==> src/rtl/rnd_pf_pkg.sv <==
// Package: shared types for the random-word prefetch holder.
// Assumes: nothing beyond IEEE 1800-2017.
package rnd_pf_pkg;

    // Fetch controller state: idle, or waiting for the entropy acknowledge.
    typedef enum logic {
        FETCH_IDLE = 1'b0,
        FETCH_WAIT = 1'b1
    } fetch_state_e;

    // Mask that keeps the low narrow bits of a wide word.
    function automatic logic [255:0] low_mask(input int unsigned narrow);
        logic [255:0] m;
        m = '0;
        for (int i = 0; i < 256; i++) begin
            if (i < narrow) m[i] = 1'b1;
        end
        return m;
    endfunction

endpackage

==> src/rtl/rnd_pf_fetch_ctrl.sv <==
// Module: fetch controller. It starts one entropy request when asked and
// keeps it raised until acknowledged. Requests made while one is already
// outstanding are absorbed.
// Assumes: the entropy source drives data in the same cycle as its acknowledge.
module rnd_pf_fetch_ctrl
    import rnd_pf_pkg::*;
(
    input  logic clk_i,
    input  logic rst_ni,
    input  logic want_i,
    input  logic ack_i,
    output logic req_o,
    output logic capture_o
);

    fetch_state_e state_q;
    fetch_state_e state_d;

    // Next-state logic: leave idle on a fetch wish, return on acknowledge.
    always_comb begin
        state_d = state_q;
        unique case (state_q)
            FETCH_IDLE: if (want_i) state_d = FETCH_WAIT;
            FETCH_WAIT: if (ack_i)  state_d = FETCH_IDLE;
            default:    state_d = FETCH_IDLE;
        endcase
    end

    // State register with synchronous active-low reset.
    always_ff @(posedge clk_i) begin
        if (!rst_ni) state_q <= FETCH_IDLE;
        else         state_q <= state_d;
    end

    // Outputs: the request is the wait state; capture needs the acknowledge too.
    assign req_o     = (state_q == FETCH_WAIT);
    assign capture_o = req_o & ack_i;

    assert_req_held_R2: assert property (@(posedge clk_i) disable iff (!rst_ni)
        (req_o && !ack_i) |=> req_o);

    assert_single_request_R3: assert property (@(posedge clk_i) disable iff (!rst_ni)
        capture_o |=> !req_o);

    assert_stray_ack_ignored_R10: assert property (@(posedge clk_i) disable iff (!rst_ni)
        (!req_o && ack_i) |-> !capture_o);

endmodule

==> src/rtl/rnd_pf_hold.sv <==
// Module: holding register for one random word with a valid flag.
// Capture loads the word and sets valid. Consume clears valid.
// Assumes: capture and consume never happen in the same cycle. The top
// ensures this by fetching only into an empty or emptying holder.
module rnd_pf_hold #(
    parameter int unsigned W = 256
) (
    input  logic         clk_i,
    input  logic         rst_ni,
    input  logic         capture_i,
    input  logic [W-1:0] cap_data_i,
    input  logic         consume_i,
    output logic         valid_o,
    output logic [W-1:0] data_o
);

    logic         valid_q;
    logic [W-1:0] data_q;

    // Valid flag: set on capture, cleared on consume.
    always_ff @(posedge clk_i) begin
        if (!rst_ni)        valid_q <= 1'b0;
        else if (capture_i) valid_q <= 1'b1;
        else if (consume_i) valid_q <= 1'b0;
    end

    // Word storage: loaded only on capture.
    always_ff @(posedge clk_i) begin
        if (!rst_ni)        data_q <= '0;
        else if (capture_i) data_q <= cap_data_i;
    end

    assign valid_o = valid_q;
    assign data_o  = data_q;

    assert_no_overwrite_R4: assert property (@(posedge clk_i) disable iff (!rst_ni)
        capture_i |-> !valid_q);

    assert_held_stable_R4: assert property (@(posedge clk_i) disable iff (!rst_ni)
        (valid_q && !consume_i) |=> (valid_q && $stable(data_q)));

    assert_consume_clears_R5: assert property (@(posedge clk_i) disable iff (!rst_ni)
        consume_i |=> !valid_q);

endmodule

==> src/rtl/rnd_pf_rd_mux.sv <==
// Module: read-path selector. It returns the full word, or only its low
// NARROW_W bits zero-extended. The output is zero when no read completes.
// Assumes: NARROW_W <= WIDE_W <= 256.
module rnd_pf_rd_mux
    import rnd_pf_pkg::*;
#(
    parameter int unsigned WIDE_W   = 256,
    parameter int unsigned NARROW_W = 32
) (
    input  logic              fire_i,
    input  logic              sel_wide_i,
    input  logic [WIDE_W-1:0] data_i,
    output logic [WIDE_W-1:0] data_o
);

    localparam logic [255:0]        FULL_MASK   = low_mask(NARROW_W);
    localparam logic [WIDE_W-1:0]   NARROW_MASK = FULL_MASK[WIDE_W-1:0];

    // Width selection and gating by read completion.
    always_comb begin
        if (!fire_i)        data_o = '0;
        else if (sel_wide_i) data_o = data_i;
        else                data_o = data_i & NARROW_MASK;
    end

    generate
        if (NARROW_W < WIDE_W) begin : g_narrow_check
            // Upper bits must be zero on the narrow path.
            always_comb begin
                if (fire_i && !sel_wide_i) begin
                    assert_narrow_zero_ext_R8: assert (data_o[WIDE_W-1:NARROW_W] == '0);
                end
            end
        end
    endgenerate

endmodule

==> src/rtl/rnd_prefetch_reg.sv <==
// Module: random-word prefetch holder (top).
// A prefetch strobe fetches a word into an empty holder. A read returns
// and consumes the held word. A read of an empty holder stalls and, if
// needed, starts the fetch itself.
// Assumes: rd_req_i is held until rd_stall_o is low, and the entropy source
// follows the request/acknowledge handshake.
module rnd_prefetch_reg #(
    parameter int unsigned RND_W    = 256,
    parameter int unsigned NARROW_W = 32
) (
    input  logic             clk_i,
    input  logic             rst_ni,
    input  logic             prefetch_wr_i,
    input  logic             rd_req_i,
    input  logic             rd_wide_i,
    output logic             rd_stall_o,
    output logic [RND_W-1:0] rd_data_o,
    output logic             ent_req_o,
    input  logic             ent_ack_i,
    input  logic [RND_W-1:0] ent_data_i
);

    logic             held_valid;
    logic [RND_W-1:0] held_data;
    logic             consume;
    logic             want_fetch;
    logic             capture;

    // Read handshake: complete on a held word, otherwise stall.
    always_comb begin
        consume    = rd_req_i & held_valid;
        rd_stall_o = rd_req_i & ~held_valid;
    end

    // Fetch wish: a prefetch into an empty or emptying holder, or a stalled read.
    always_comb begin
        want_fetch = (prefetch_wr_i & (~held_valid | consume)) | rd_stall_o;
    end

    rnd_pf_fetch_ctrl i_fetch (
        .clk_i     (clk_i),
        .rst_ni    (rst_ni),
        .want_i    (want_fetch),
        .ack_i     (ent_ack_i),
        .req_o     (ent_req_o),
        .capture_o (capture)
    );

    rnd_pf_hold #(
        .W (RND_W)
    ) i_hold (
        .clk_i      (clk_i),
        .rst_ni     (rst_ni),
        .capture_i  (capture),
        .cap_data_i (ent_data_i),
        .consume_i  (consume),
        .valid_o    (held_valid),
        .data_o     (held_data)
    );

    rnd_pf_rd_mux #(
        .WIDE_W   (RND_W),
        .NARROW_W (NARROW_W)
    ) i_mux (
        .fire_i     (consume),
        .sel_wide_i (rd_wide_i),
        .data_i     (held_data),
        .data_o     (rd_data_o)
    );

    assert_stall_requests_R7: assert property (@(posedge clk_i) disable iff (!rst_ni)
        (rd_stall_o && !(ent_req_o && ent_ack_i)) |=> ent_req_o);

    assert_stall_ends_R6: assert property (@(posedge clk_i) disable iff (!rst_ni)
        (ent_req_o && ent_ack_i) |=> !rd_stall_o);

    assert_refetch_on_consume_R9: assert property (@(posedge clk_i) disable iff (!rst_ni)
        (prefetch_wr_i && rd_req_i && !rd_stall_o) |=> ent_req_o);

endmodule

==> config.mk <==
export PLATFORM = sky130hd
export DESIGN_NAME = rnd_prefetch_reg
export DESIGN_NICKNAME = d
export VERILOG_FILES = /design/src/rtl/rnd_pf_pkg.sv /design/src/rtl/rnd_pf_fetch_ctrl.sv /design/src/rtl/rnd_pf_hold.sv /design/src/rtl/rnd_pf_rd_mux.sv /design/src/rtl/rnd_prefetch_reg.sv
export SDC_FILE = /design/constraint.sdc
export NUM_CORES = 1
export LEC_CHECK = 0
export ABC_AREA = 1
export BUFFER_PORTS_ARGS = -buffer_cell sky130_fd_sc_hd__buf_2
export CAP_MARGIN = 0
export CELL_PAD_IN_SITES_DETAIL_PLACEMENT = 1
export CELL_PAD_IN_SITES_GLOBAL_PLACEMENT = 2
export CORE_MARGIN = 3
export CORE_UTILIZATION = 25
export CTS_BUF_LIST = sky130_fd_sc_hd__clkbuf_2
export DETAILED_ROUTE_END_ITERATION = 7
export GPL_TIMING_DRIVEN = 0
export PLACE_DENSITY_LB_ADDON = 0.12
export SLEW_MARGIN = 20
export SYNTH_ARGS = -nofsm -noshare
export SYNTH_HDL_FRONTEND = slang
export SYNTH_HIERARCHICAL = 1
export SYNTH_SLANG_ARGS = --single-unit
==> constraint.sdc <==
create_clock -name clk_i -period 1.39 [get_ports clk_i]
set_input_delay 0.0695 -clock clk_i [delete_from_list [all_inputs] [get_ports clk_i]]
set_output_delay 0.0695 -clock clk_i [all_outputs]
set_load 0.01 [all_outputs]
## Yosys cells after proc, flatten, opt, wreduce, memory -nomap -nowiden

Index checks and enable logic that the tools add are counted.

| word-level totals | value |
|---|---|
| flip-flop bits (word level) | 258 |
| bits of input ports | 262 |
| output and inout port bits | 258 |

| cells by class | value |
|---|---|
| muxes and demuxes | 7 |
| bitwise operators | 8 |
| reductions and logical operators | 1 |

Operators with widths:

| kind | count |
|---|---|
| $mux W256 | 2 |
| $and A1 B1 Y1 | 4 |
| $mux W1 | 4 |
| $not A1 Y1 | 2 |
| $or A1 B1 Y1 | 2 |
| $pmux W1 S2 | 1 |
| $reduce_bool A2 Y1 | 1 |

## Logic depth before layout (Yosys ltp)

Gate-level depths: netlist of the first run.

| depth | value |
|---|---|
| depth after elaboration | 6 |
| mapped depth | 8 |

## Cells and area by module

Netlist of the first run, hierarchy kept.

Modules (own cells, without submodules):

| module | sequential area each (sq um) | area an instance (sq um) | times used | cells each |
|---|---|---|---|---|
| rnd_pf_hold | 5144.9 | 8873.5 | 1 | 1114 |
| rnd_pf_rd_mux | 0.0 | 2457.4 | 1 | 541 |
| rnd_pf_fetch_ctrl | 20.0 | 41.3 | 1 | 6 |
| rnd_prefetch_reg | 0.0 | 33.8 | 1 | 9 |

## Worst setup path after synthesis of the first run

OpenSTA, ideal clock, no wires.

| timing path | value |
|---|---|
| path kind | register to register |
| from | register i_fetch.state_q, in the netlist i_fetch/req_o |
| to | register i_hold.data_q[244], in the netlist i_hold/data_o[244] |
| period minus slack after synthesis | 1279 ps |
| stages on the path, launching flop included | 9 |
| path buffers | 3 |
| data arrival time | 1164 ps |
| library setup time | 116 ps |
| data required time | 1274 ps |
| path slack | 111 ps |
| cells stage by stage | dfxtp_1 nand2_1 inv_1 buf_4 inv_4 buf_4 buf_6 nor2_1 nor2_1 |

| on the way | value |
|---|---|
| cells in the longest elaborated chain, start to end | 1 |

Ends and longest elaborated chain:

| what | RTL line | text |
|---|---|---|
| from (decl) | rnd_pf_fetch_ctrl.sv:16 | `fetch_state_e state_q;` |
| from (signal assigned) | rnd_pf_fetch_ctrl.sv:32 | `else state_q <= state_d;` |
| $and A1 B1 Y1 | rnd_pf_fetch_ctrl.sv:37 | `assign capture_o = req_o & ack_i;` |
| via capture | rnd_prefetch_reg.sv:27 | `logic capture;` |
| to (signal assigned) | rnd_pf_hold.sv:30 | `else if (capture_i) data_q <= cap_data_i;` |
| to (decl) | rnd_pf_hold.sv:18 | `logic [W-1:0] data_q;` |

The timed path passes the listed nets, and every way through them passes these cells.
A chain may end at the register's enable or synchronous reset.

## Worst setup path after layout of the first run

| timing path | value |
|---|---|
| from | register i_hold.valid_q, in the netlist i_hold/valid_o |
| to | output rd_data_o[95] |

| on the way | value |
|---|---|
| cells in the longest elaborated chain, start to end | 2 |

Ends and longest elaborated chain:

| what | RTL line | text |
|---|---|---|
| from (decl) | rnd_pf_hold.sv:17 | `logic valid_q;` |
| from (signal assigned) | rnd_pf_hold.sv:22 | `if (!rst_ni) valid_q <= 1'b0;` |
| from (signal assigned) | rnd_pf_hold.sv:23 | `else if (capture_i) valid_q <= 1'b1;` |
| from (signal assigned) | rnd_pf_hold.sv:24 | `else if (consume_i) valid_q <= 1'b0;` |
| $and A1 B1 Y1 | rnd_prefetch_reg.sv:31 | `consume = rd_req_i & held_valid;` |
| via consume | rnd_prefetch_reg.sv:25 | `logic consume;` |
| $mux W256 | rnd_pf_rd_mux.sv:21 | `if (!fire_i) data_o = '0;` |
| to (decl) | rnd_prefetch_reg.sv:17 | `output logic [RND_W-1:0] rd_data_o,` |

The timed path passes the listed nets, and every way through them passes these cells.

==> results of run 1 <==
[power by group through the flow]
stage	logic [mW]	registers (mW)	clock network, mW
floorplan	1.21	8.28	0
global placement	2.02	8.33	0
detailed placement	2.06	8.35	0
CTS	3.26	8.18	5.98
global route	3.73	8.26	6.40
finish	3.36	8.19	5.62
[sequential cells by signal, indices dropped and copies added, names as in the netlist]
name	flops
i_hold/data_o	256
i_fetch/req_o	1
i_hold/valid_o	1
[routing by layer]
metal	routed length [microns]	global-route usage (%)
met2	27500	39.4
met1	21600	23.9
met4	2320	9.81
met3	3720	7.02
met5	10	0
[critical path, cell delays in order (launching register included)]
cell     delay [ns]
dfxtp_2        0.35
nand2_2        0.05
inv_2          0.06
buf_6          0.12
nand2_8        0.09
buf_12         0.18
buf_8          0.16
nor2_2         0.11
buf_2          0.14
[synthesized netlist by cell type (11+ instances only)]
library cell / instances / share of area, %
clkbuf_1: 39 / 1.3
dfxtp_1: 258 / 45
inv_1: 263 / 8.7
buf_4: 21 / 1.4
nor2_1: 637 / 21
clkbuf_2: 12 / 0.53
nor2_2: 101 / 5.5
buf_8: 11 / 1.4
buf_2: 12 / 0.53
buf_6: 16 / 1.6
nand2_1: 40 / 1.3
o21ai_0: 256 / 11
[cell families after synthesis]
family	Yosys count	synth area share [%]
and+or+nand+nor	779	27.9
AOI/OAI and AO/OA	257	11.3
DFF	258	45.3
buffers and inverters	376	15.5
[worst paths after layout]
| kind | endpoint | slack, ns |
|---|---|---|
| max | rd_data_o[95] | -0.91 |
| max reg2reg | i_hold/data_o[35]$_SDFFE_PN0P_ | -0.27 |
| min | i_fetch/req_o$_SDFF_PN0_ | -0.47 |
| min reg2reg | i_hold/data_o[168]$_SDFFE_PN0P_ | 0.50 |
[repair_timing]
action,CTS,global route
setup buffers,3,1
setup endpoints to repair,506,515
resized for setup,65,110
hold endpoints to repair,258,2
[final cells by class]
class                      instances  area, sq um  area share (%)
tap                              592          741            3.48
clock inverter                    21         80.1           0.377
buffer                           112          858            4.04
multi-input combinational       1036         4740            22.3
antenna                           12         30.0           0.141
inverter                         264          993            4.67
sequential                       258         5170            24.3
clock buffer                     112          561            2.64
timing repair buffer            1042         8090            38.0
==> results.md, run 1 <==
- Outcome: complete, but fails checks
- Failing checks: negative hold slack, negative setup slack
- Final Core Density: 47.7%
- Gr ovfl total: 0
- Setup tns final: -248.81 ns
- Post-synthesis net count: 1932
- Peak supply drop: 0.510 mV
- CP arrival: 2.23 ns
- Inserted Clock Buffers: 79
- Largest net degree at the start of global routing: 11
- Max-cap violations: 0
- CTS tree: done
- Layout cells sized above 1: 30.2%
- Die height: 220 microns
- Min cycle time layout: 2.30 ns
- Ys Warns: 6
- Placed cell area: 14700 sq um
- Clock transition at path regs: 0.09 ns
- Maximum clock path buffer count: 3
- CTS root buffer: clkbuf_2
- RSZ-0062 raised after global routing: true
- Max Slew Vio Count: 0
- Most frequent cells in the layout: 592 x nor2_1, 519 x dlygate4sd3_1, 472 x buf_2, 262 x inv_1, 257 x dfxtp_1
- Sequential share of the synthesized area: 45.3%
- Placed Cells: 2781
- Clock Power Share: 32.7%
- Final setup fails: 501
- Int Pwr: 11.9 mW
- Req. time, crit path: 1.32 ns
- DRT antenna net count: 0
- Crit Path Class: flop to output port
- DR pass1 iterations: 4
- Post-synthesis instance area: 11400 sq um
- Drt total wl: 55200 microns
- Worst Setup SP: i_hold/valid_o$_SDFFE_PN0P_
- # fillers: 5707
- Worst Hold Slack: -0.473 ns
- Post-DR vias/cell: 4.24
- Post-route non-filler standard cell count: 3449
- Mean Syn Cell Area: 6.83 sq um
- Async S/R FF share, synth: 0%
- Post-synthesis cell count: 1670
- R2R cell count: 6
- Post-synth EDFFs: 0
- Number of library cell types mapped by synthesis: 16
- PD cells: 807 nW/um^2
- Worst Hold Class: input port to flop
- F_max: 436 MHz
- Switching power: 5.30 mW
- Sw Ratio: 30.9%
- H-tree Lvls: 3
- Boundary Pins: 520
- Main synth FF type: dfxtp_1
- Total GRT Usage: 22.1%
- Worst-path maximum fanout: 10
- Worst Hold Launch: rd_req_i
- Final period util: 165%
- Core area: 44600 sq um
- DRC: 0
- Combinational fraction of design power: 19.6%
- Final nets: 3055
- Final setup margin: -0.906 ns
- Die ar.: 48200 sq um
- DR WL/cell: 16.0 microns
- Clk_skew: 0.0500 ns
- Reg-to-Reg Start: i_fetch/req_o$_SDFF_PN0_
- DRT iter0 DRCs: 586
- Initial antenna violation count: 10
- Commonest non-fill, non-tap cell in the layout: nor2_1
- Hold_buf cts: 519
- IO buf count: 519
- Tightest Pin Transition: 0.495 ns
- Area growth, synth to finish: 86.4%
- First-pass GRT wire length: 83400 microns
- Tot Pwr: 17.2 mW
- DP Worst Slack: -0.253 ns
- Vias in the first global route: 15600
- Final Hold Vio Count: 1
- Synth Register Bits: 258
- Core Rows: 77
- Slew headroom: 67.0%
- Clk_lat worst skew: 1.00 ns
- Final Instance Area: 21300 sq um
- Static Leak: 10.3 nW
- Initial Util: 25.6%
- HPWL Detailed: 36900 microns
- Chip width: 220 microns
- Vias: 14600
- Hold Path Cell Cnt: 5
- Clock Sink Count: 258
- Part of the power in registers: 47.7%
- Routability cong.: 0.761
- Crit end category: output port
- Startpoint types: flop
Note: power is estimated with default switching activity, not from simulation.
==> run 2: changes to the inputs <==
--- a/config.mk
+++ b/config.mk
@@ -14,7 +14,6 @@
 export CORE_UTILIZATION = 25
 export CTS_BUF_LIST = sky130_fd_sc_hd__clkbuf_2
 export DETAILED_ROUTE_END_ITERATION = 7
-export GPL_TIMING_DRIVEN = 0
 export PLACE_DENSITY_LB_ADDON = 0.12
 export SLEW_MARGIN = 20
 export SYNTH_ARGS = -nofsm -noshare
==> run 2 against run 1 <==
Compared with the run above: the flow still finishes with violations (negative hold slack, negative setup slack); die area stayed put; register-to-register slack improved by 0.31 ns; sequential power barely moved; clock-buffer cell count fell by 12; non-clock buffer count is 40 lower; routed wire length up 5.1%; via count fell by 0.51%; sequential share of layout area is 0.48 points lower; first-iteration DRC count decreased by 24%.
==> results.md, run 2 (synthesis results as in run 1) <==
- Static Leak: 10.4 nW (was 10.3 nW)
- Reg-to-Reg Start: i_fetch/req_o$_SDFF_PN0_ (unchanged)
- Final period util: 160% (was 165%)
- F_max: 449 MHz (was 436 MHz)
- CP arrival: 2.16 ns (was 2.23 ns)
- Hold Path Cell Cnt: 6 (was 5)
- HPWL Detailed: 34900 microns (was 36900 microns)
- Worst Hold Launch: rd_req_i (unchanged)
- Chip width: 220 microns (unchanged)
- Commonest non-fill, non-tap cell in the layout: nor2_1 (unchanged)
- Clk_lat worst skew: 0.99 ns (was 1.00 ns)
- Post-DR vias/cell: 4.31 (was 4.24)
- DRT antenna net count: 0 (unchanged)
- Worst-path maximum fanout: 11 (was 10)
- Area growth, synth to finish: 90.3% (was 86.4%)
- Worst Hold Slack: -0.413 ns (was -0.473 ns)
- Crit Path Class: flop to output port (unchanged)
- CP max stage cell: dfxtp_2 (unchanged)
- Die ar.: 48200 sq um (unchanged)
- Setup tns final: -192.54 ns (was -248.81 ns)
- Core Rows: 77 (unchanged)
- FF-to-FF End: i_hold/data_o[139]$_SDFFE_PN0P_ (was i_hold/data_o[35]$_SDFFE_PN0P_)
- Worst Hold Class: input port to flop (unchanged)
- Clk_skew: 0.0597 ns (was 0.0500 ns)
- Maximum clock path buffer count: 3 (unchanged)
- R2R cell count: 6 (unchanged)
- Slew headroom: 51.9% (was 67.0%)
- CTS root buffer: clkbuf_2 (unchanged)
- FF-to-FF setup slack: 0.04 ns (was -0.27 ns)
- IO buf count: 519 (unchanged)
- Tightest Pin Transition: 0.720 ns (was 0.495 ns)
- Failing checks: negative hold slack, negative setup slack (unchanged)
- Core area: 44600 sq um (unchanged)
- Max-cap violations: 0 (unchanged)
- Die height: 220 microns (unchanged)
- H-tree Lvls: 3 (unchanged)
- Vias in the first global route: 15600 (about the same)
- Drt total wl: 58000 microns (was 55200 microns)
- DRT iter0 DRCs: 446 (was 586)
- Min cycle time layout: 2.23 ns (was 2.30 ns)
- Max FFs per register: 256 (unchanged)
- Req. time, crit path: 1.32 ns (about the same)
- DR pass1 iterations: 4 (unchanged)
- RSZ-0062 raised after global routing: true (unchanged)
- Crit end category: output port (unchanged)
- Gr ovfl total: 0 (unchanged)
- Largest net degree at the start of global routing: 61 (was 11)
- Max Slew Vio Count: 0 (unchanged)
- Boundary Pins: 520 (unchanged)
- Peak supply drop: 0.482 mV (was 0.510 mV)
- Clock Sink Count: 258 (unchanged)
- Most frequent cells in the layout: 580 x nor2_1, 522 x dlygate4sd3_1, 461 x buf_2, 259 x inv_1, 256 x dfxtp_1 (was 592 x nor2_1, 519 x dlygate4sd3_1, 472 x buf_2, 262 x inv_1, 257 x dfxtp_1)
- Crit path largest cell delay: 0.35 ns (about the same)
- Initial Util: 25.6% (unchanged)
- Initial antenna violation count: 8 (was 10)
- Critical path's top delay family: buffers and inverters (unchanged)
- DRC: 0 (unchanged)
- WHS Endpoint: i_fetch/req_o$_SDFF_PN0_ (unchanged)
- DR WL/cell: 17.2 microns (was 16.0 microns)
- Vias: 14500 (was 14600)
- Final Core Density: 48.7% (was 47.7%)
- Outcome: complete, but fails checks (unchanged)
- Final setup fails: 258 (was 501)
- Final Hold Vio Count: 2 (was 1)
- CTS tree: done (unchanged)
- Layout cells sized above 1: 31.1% (was 30.2%)
- Inserted Clock Buffers: 76 (was 79)
- Final setup margin: -0.835 ns (was -0.906 ns)
- Crit path buf inv count: 4 (was 5)
- Total GRT Usage: 22.1% (about the same)
- Routability cong.: 0.772 (was 0.761)
- First-pass GRT wire length: 83900 microns (was 83400 microns)
- Clock transition at path regs: 0.10 ns (was 0.09 ns)
- CP cell instances: nand2_2, inv_4, nand2_8, buf_12, clkbuf_16, nor2_1, buf_2 (was nand2_2, inv_2, buf_6, nand2_8, buf_12, buf_8, nor2_2, buf_2)
- Startpoint types: flop (unchanged)
- PD cells: 785 nW/um^2 (was 807 nW/um^2)
- Final nets: 3013 (was 3055)
run 2: changes by cell type in the layout (fill, tap and decap cells not counted), moves of 17 or more:
cell	before	now
buf_6	55	38
o21ai_1	0	43
clkbuf_2	124	100
clkbuf_1	39	0
o21ai_0	256	213
run 2: worst max path at each step:
stage                                            from                               to  slack (ns)  cells after the start
after CTS                 i_hold/valid_o$_SDFFE_PN0P_                    rd_data_o[72]       -0.97                      7
after floorplan              i_fetch/req_o$_SDFF_PN0_  i_hold/data_o[244]$_SDFFE_PN0P_        0.11                      8
final                     i_hold/valid_o$_SDFFE_PN0P_                    rd_data_o[79]       -0.84                      7
after global placement    i_hold/valid_o$_SDFFE_PN0P_                   rd_data_o[196]        0.02                      6
after detailed placement  i_hold/valid_o$_SDFFE_PN0P_                   rd_data_o[196]        0.05                      6
after global routing      i_hold/valid_o$_SDFFE_PN0P_                    rd_data_o[79]       -1.05                      7
run 2: power by group:
part,internal [mW],switching (mW)
registers,7.94,0.286
clock network,1.85,3.31
logic,1.97,1.67
run 2: what timing repair did:
item | in CTS | in global routing
gates cloned | 5 | 18
gates resized for setup | 57 | 184
endpoints found under the hold margin | 258 | 2
setup buffers | 5 | 6
hold buffers | 523 | 1
setup endpoints to repair | 258 | 451
pin swaps | 1 | 2
run 2: layer usage:
layer | GRT usage, % | share of wire (%)
met5 | 0 | 0.062
met4 | 9.19 | 3.6
met3 | 6.73 | 6.3
met2 | 38.4 | 50
met1 | 25.2 | 40
run 2: through the flow:
stage	worst slack (ns)	area, sq um	power (mW)	cells
floorplan	0.111	11400	9.50	1670
global placement	0.0170	14600	10.4	2709
detailed placement	0.0470	14600	10.5	2709
CTS	-0.968	20800	17.0	3346
global route	-1.05	21700	18.2	3374
finish	-0.835	21700	17.0	3374
run 2: layout make-up:
cell class                 count  area (sq um)
antenna                        5          12.5
clock buffer                 100           500
clock inverter                 4          15.0
fill                        5646         22900
inverter                     264          1030
multi-input combinational   1036          4760
sequential                   258          5170
tap                          592           741
timing repair buffer        1114          9470
timing repair inverter         1          11.3
run 2: worst reg2reg max path: cells and delay by family, from the launching register on:
kind	cells	cell delay [ns]
buffers and inverters	3	0.42
AND/OR/NAND/NOR	2	0.19
AO/OA/AOI/OAI	1	0.23
flip-flops	1	0.37
